## config.mk

```make
export PLATFORM = sky130hd
export DESIGN_NAME = codec_regfile
export DESIGN_NICKNAME = d
export VERILOG_FILES = /design/src/rtl/codec_regfile.sv
export SDC_FILE = /design/constraint.sdc
export NUM_CORES = 2
export LEC_CHECK = 0
export ABC_AREA = 1
export BUFFER_PORTS_ARGS = -buffer_cell sky130_fd_sc_hd__buf_2
export CORE_ASPECT_RATIO = 0.75
export CORE_MARGIN = 5
export CORE_UTILIZATION = 30
export DETAILED_ROUTE_END_ITERATION = 8
export SYNTH_ARGS = -nofsm -noshare
export SYNTH_HDL_FRONTEND = slang
export SYNTH_SLANG_ARGS = --single-unit
```

## constraint.sdc

```tcl
create_clock -name clk -period 3.05 [get_ports clk]
set_clock_uncertainty 0.15 [all_clocks]
set_input_delay 0.1525 -clock clk [delete_from_list [all_inputs] [get_ports clk]]
set_output_delay 0.1525 -clock clk [all_outputs]
set_load 0.02 [all_outputs]
```

## src/rtl/codec_regfile.sv

```systemverilog
module codec_regfile #(
  parameter logic [15:0] VEND_W0 = 16'h0000,
  parameter logic [15:0] VEND_W1 = 16'h0000
) (
  input  logic        clk,
  input  logic        rst_n,
  input  logic        acc_valid,
  input  logic        acc_write,
  input  logic [1:0]  acc_size,
  input  logic [7:0]  acc_addr,
  input  logic [15:0] acc_wdata,
  output logic [15:0] acc_rdata,
  output logic        sem_clr,
  output logic [2:0]  rate_pulse,
  output logic [15:0] rate_value
);
  localparam int NREG = 128;
  localparam logic [15:0] R48K = 16'hBB80;
  localparam logic [6:0] I_PWR  = 7'h13;
  localparam logic [6:0] I_XCTL = 7'h15;
  localparam logic [6:0] I_PLAY = 7'h16;
  localparam logic [6:0] I_REC  = 7'h19;
  localparam logic [6:0] I_MIC  = 7'h1A;

  function automatic logic [15:0] dflt(input logic [7:0] off);
    case (off)
      8'h06, 8'h1E:                      dflt = 16'h8000;
      8'h0C, 8'h0E:                      dflt = 16'h8008;
      8'h12, 8'h16:                      dflt = 16'h8808;
      8'h26:                             dflt = 16'h000F;
      8'h28:                             dflt = 16'h0809;
      8'h2A:                             dflt = 16'h0009;
      8'h2C, 8'h2E, 8'h30, 8'h32, 8'h34: dflt = R48K;
      8'h7C:                             dflt = VEND_W0;
      8'h7E:                             dflt = VEND_W1;
      default:                           dflt = 16'h0000;
    endcase
  endfunction

  logic [15:0] regs [NREG];
  logic        ok_half;
  logic        wr_ok;
  logic [6:0]  idx;

  assign idx       = acc_addr[7:1];
  assign ok_half   = (acc_size == 2'd1) && !acc_addr[0];
  assign wr_ok     = acc_valid && acc_write && ok_half;
  assign acc_rdata = ok_half ? regs[idx] : 16'hFFFF;

  always_ff @(posedge clk) begin
    if (!rst_n) begin
      for (int i = 0; i < NREG; i++) regs[i] <= dflt(8'(2 * i));
      sem_clr    <= 1'b0;
      rate_pulse <= 3'b000;
      rate_value <= 16'h0000;
    end else begin
      sem_clr    <= acc_valid;
      rate_pulse <= 3'b000;
      if (wr_ok) begin
        case (acc_addr)
          8'h00: begin
            for (int i = 0; i < NREG; i++) regs[i] <= dflt(8'(2 * i));
            rate_pulse <= 3'b111;
            rate_value <= R48K;
          end
          8'h26: regs[I_PWR] <= {acc_wdata[15:4], regs[I_PWR][3:0]};
          8'h28, 8'h7C, 8'h7E: ;
          8'h2A: begin
            regs[I_XCTL] <= acc_wdata;
            if (!acc_wdata[0]) begin
              regs[I_PLAY]    <= R48K;
              regs[I_REC]     <= R48K;
              rate_pulse[1:0] <= 2'b11;
              rate_value      <= R48K;
            end
            if (!acc_wdata[3]) begin
              regs[I_MIC]   <= R48K;
              rate_pulse[2] <= 1'b1;
              rate_value    <= R48K;
            end
          end
          8'h2C: if (regs[I_XCTL][0]) begin
            regs[I_PLAY] <= acc_wdata;
            rate_pulse   <= 3'b010;
            rate_value   <= acc_wdata;
          end
          8'h32: if (regs[I_XCTL][0]) begin
            regs[I_REC] <= acc_wdata;
            rate_pulse  <= 3'b001;
            rate_value  <= acc_wdata;
          end
          8'h34: if (regs[I_XCTL][3]) begin
            regs[I_MIC] <= acc_wdata;
            rate_pulse  <= 3'b100;
            rate_value  <= acc_wdata;
          end
          default: regs[idx] <= acc_wdata;
        endcase
      end
    end
  end
endmodule

```

**Word level (Yosys, flattened, before mapping)**

Memory sizes are Yosys's and may differ from the RTL's.
Index checks and enable logic that the tools add are counted.

- Logic and storage cells: 390
- Output and inout port bits: 36
- Register bits: 20
- Memories kept: 1
- Input port bits: 30
- Memory bits (writable): 2048

Memories:

| memory | depth | width | read ports | clocked after Yosys merged registers in | wr ports | line | source |
|---|---|---|---|---|---|---|---|
| regs | 128 | 16 | 2 | 0 | 128 | 40 | `logic [15:0] regs [NREG];` |

- Eq/ne operators: 13
- Muxes and demuxes: 224
- Bitwise logic cells: 137
- Reductions and logical operators: 12

Operators by type and width:

| cell | count |
|---|---|
| two-way mux 16 bit | 173 |
| bitwise OR 1 bit | 137 |
| one-hot mux 16 bit (4 select lines) | 1 |
| == test 8 x 6 -> 1 bit (second input constant) | 6 |
| two-way mux 1 bit | 43 |
| == test 8 x 7 -> 1 bit (second input constant) | 2 |
| OR reduction 16 bit | 1 |
| one-hot mux 3 bit (5 select lines) | 1 |
| two-way mux 12 bit | 1 |
| OR reduction 9 bit | 1 |
| zero test 8 bit | 1 |
| two-way mux 7 bit | 1 |
| AND reduction 5 bit | 1 |
| two-way mux 2 bit | 2 |
| two-way mux 4 bit | 1 |
| AND reduction 2 bit | 2 |
| nonzero test 4 bit | 1 |
| logical AND 1 bit | 3 |
| two-way mux 3 bit | 1 |
| inequality test 3 bit (second input constant) | 1 |
| == test 2 x 1 -> 1 bit (second input constant) | 1 |
| inequality test 2 x 1 -> 1 bit (second input constant) | 1 |
| inequality test 2 bit (second input constant) | 1 |
| OR reduction 2 bit | 1 |
| other kinds (2) | 2 |

**Longest topological paths before layout**

- Word-level depth: 9
- Depth in mapped cells: 16
- Mapped depth without buffers: 13

**Worst setup path before layout**

Ideal clock, no wire load.

- Path type: input to register
- From: in acc_addr[2]
- To: mem regs[1][0], enable pin
- Data required time: 2.528 ns
- Arrival time: 2.537 ns
- Path slack: -0.008 ns
- Cell stages on the path: 12
- Library setup time: 0.372 ns
- Path buffers: 3
- Cell sequence: buf_2 > nor2_1 > inv_1 > nor2_1 > nand3_1 > inv_1 > nand2_1 > nand2_1 > clkinv_1 > clkbuf_1 > clkbuf_1 > nand2_1

RTL lines:

| what | line | source |
|---|---|---|
| start: declaration | 10 | `input logic [7:0] acc_addr,` |
| end: declaration | 40 |  |

**Worst setup path in the final report**

- From: in acc_addr[4]
- To: out acc_rdata[9]

- Cells in the longest elaborated chain, start to end: 2

RTL lines:

| what | line | source |
|---|---|---|
| memory (128 x 16 bit) | - |  |
| two-way mux 16 bit | 48 | `assign acc_rdata = ok_half ? regs[idx] : 16'hFFFF;` |
| end: declaration | 12 | `output logic [15:0] acc_rdata,` |

Every way passes these cells.

==> results.ini <==
[die]
coreArea_um2=323400
start_util=0.3007
num_rows=181
die_height_um=503.0
die_w_um=667.4
io-pin-count=66
die-area_um2=335700

[worst_setup_path]
cp_slowest_stage_delay_ns=0.63
crit_path_end_kind=output port
startpoint_type=primary input
arrival_ns=2.80
cp_slowest_cell=dlygate4sd3_1
crit_family=buffers and inverters
cp.required_ns=2.75
cp_num_buf_inv=6
crit_fanout=17
crit_type=primary input to output port
path_cells=buf_2, dlygate4sd3_1, nor2_4, buf_12, buf_4, nand2_1, nand2_1, nor2_1, nor2_2, nor2_2, buf_6, nand2_8, buf_6
r2r_slack_ns=0.80

[drt]
wl_per_cell_um=20.15
vias=75590
drc_errors=0
via_per_inst=4.783
ant_nets=0
drtIter0Drc=9921
dr.pass1.iters=6
wl_mm=318.4

[synth]
synth_compound_area_frac=0.01540
ys_types=32
synth.most_common_cell=nand2_1
synth_top_area_share=0.6325
synth_seq_area_share=0.6366
syn_avg_cell_area_um2=8.832
async_flop_share=0
synth_adder_area_share=0
synth_top_family_by_area=simple AND/OR/NAND/NOR gates
syn_area_um2=97230
synth-seq-cells=2068
yosys.area_share.simple=0.2890
yosysWarnings=0
yosys-top-cells-area=edfxtp_1 (63%), nand2_1 (16%), nor2_1 (9.7%)
muxShareOfSynthArea=0
synth_edf_count=2048
ys_top_cells_by_count=nand2_1 (4123), nor2_1 (2524), edfxtp_1 (2048), inv_1 (669), clkbuf_1 (581)
yosys_most_used_dff=edfxtp_1
syn-instance-count=11010
synth_top_area_cell=edfxtp_1
synth_xor_xnor_area_share=0

[cts]
cts_sinks=2068
clock_latency_ns=0.87
cts.reportedPaths.clkPinSlew_ns=0.06
clockBufferDepth=4
cts_made_buffers=214
cts_root_buf=clkbuf_16
htree_levels=4
cts_tree=built

[placed_design]
dp_cells=15410
numPortBuffers=65
dp.final_hpwl_mm=206.4
dpl_cell_area_um2=108600
gp_congestion=0.9170

[sta]
fin_crit_ns=3.106
drv_slew=0
rsz0062_at_grt=yes
final_hold_viol_count=0
tightest_slew_ns=1.245
whs_ns=0.09516
fin_ws_ns=-0.05613
fmaxAchievable_mhz=321.9
finalSetupViolations=7
finalCritPeriodShare=1.018
max-slew-margin-rel=0.1678

[grt]
antenna_found_initial=4
grt-ovfl-total=0
grt_use_total=0.1844
grt_pass1_vias=69180
grt_max_degree=86
grt_pass1_wl_mm=466.5

[run_status]
violations=negative setup slack
outcome=finished, violations left

[power_and_ir_drop]
vdd_drop_max_mv=0.4468
powerDensity_nw_per_um2=557.6
p_leak_nw=50.50

[layout]
post_route_cells_drive_above_1_share=0.1440
final_area_um2=117200
instances_no_fill=15800
layout.nets=11370
syn2layout_area_growth_pct=20.59

[run]
drv_cap=0

[min_path]
hold_class=primary input to flip-flop

[logic make-up after synthesis]
logic type,after synthesis
compound gates,265
buf+inv,1467
flops,2068
other cells,2
simple gates,7207
[registers in the layout (all words and copies together), names as in the netlist]
signal,flops
regs,2048
sem_clr,1
rate_value,16
rate_pulse,3
[cell type report]
| type | instances | area [µm²] |
|---|---|---|
| diodes | 1 | 2.502 |
| multi-input cells | 7540 | 31600 |
| repair buffers | 818 | 9042 |
| clock inverters | 120 | 1044 |
| well taps | 4300 | 5380 |
| inverters | 698 | 2740 |
| clock buffers | 258 | 5542 |
| fillers | 32360 | 206100 |
| flip-flops and latches | 2068 | 61900 |
[path summary, 6_finish.rpt]
check | cells after the start | endpoint | from
hold / removal | 5 | regs[24][11]$_SDFFCE_PN1P_ | acc_addr[5]
setup reg to reg | 10 | rate_value[0]$_SDFFE_PN0P_ | regs[21][3]$_DFFE_PP_
hold reg to reg | 2 | rate_value[11]$_SDFFE_PN0P_ | rate_value[11]$_SDFFE_PN0P_
setup / recovery | 13 | acc_rdata[9] | acc_addr[4]
[worst min-delay path, stage by stage]
cell and delay [ns]:
buf_2 0.17, nand2_1 0.25, nor2_2 0.10, buf_4 0.22, nand3_1 0.10
[where the power goes]
part           internal [mW]  switching [mW]  total (mW)
Combinational           2.03            4.81        6.84
Clock                   14.2            11.4        25.6
Sequential              32.5           0.366        32.9
Total                   48.8            16.6        65.4
[layer usage]
layer,share of wire,global-route usage,up-vias,wire length (µm)
met1,0.45,0.2816,36300,142300
met4,0.030,0.05187,2,9530
met2,0.42,0.2638,3506,133700
met3,0.10,0.03524,449,32860
li1,-,-,35330,-
met5,0.000041,0,-,13
[layout by cell type, fill, tap and decap left out, types with 65 or more instances in the layout]
cell / instances
nand2_1: 3943
nor2_1: 2390
edfxtp_1: 2048
inv_1: 666
buf_4: 476
nand3_1: 345
buf_12: 222
clkbuf_16: 215
nand2_2: 203
o21ai_0: 118
nor2_4: 77
or2_2: 75
nor2_2: 68
conb_1: 68
o211ai_1: 65
[per-stage QoR]
step	worst slack [ns]	setup TNS, ns	utilization	power (mW)
3_5_place_dp	-0.6294	-4.536	0.3359	39.88
3_3_place_gp	-0.6255	-4.598	0.3359	39.83
6_report	-0.05613	-0.1508	0.3626	65.38
4_1_cts	-0.1046	-0.5400	0.3612	65.64
2_1_floorplan	0.1990	0	-	36.70
5_1_grt	-0.1760	-1.153	0.3625	67.57
[what timing repair did]
action | CTS | global route
pin swaps | 167 | 116
hold buffers | 40 | 0
gates resized for setup | 454 | 150
setup endpoints to repair | 16 | 16
buffers inserted | 1 | 1
hold endpoints to repair | 1519 | 0
Power figures use the tool's default switching activity.
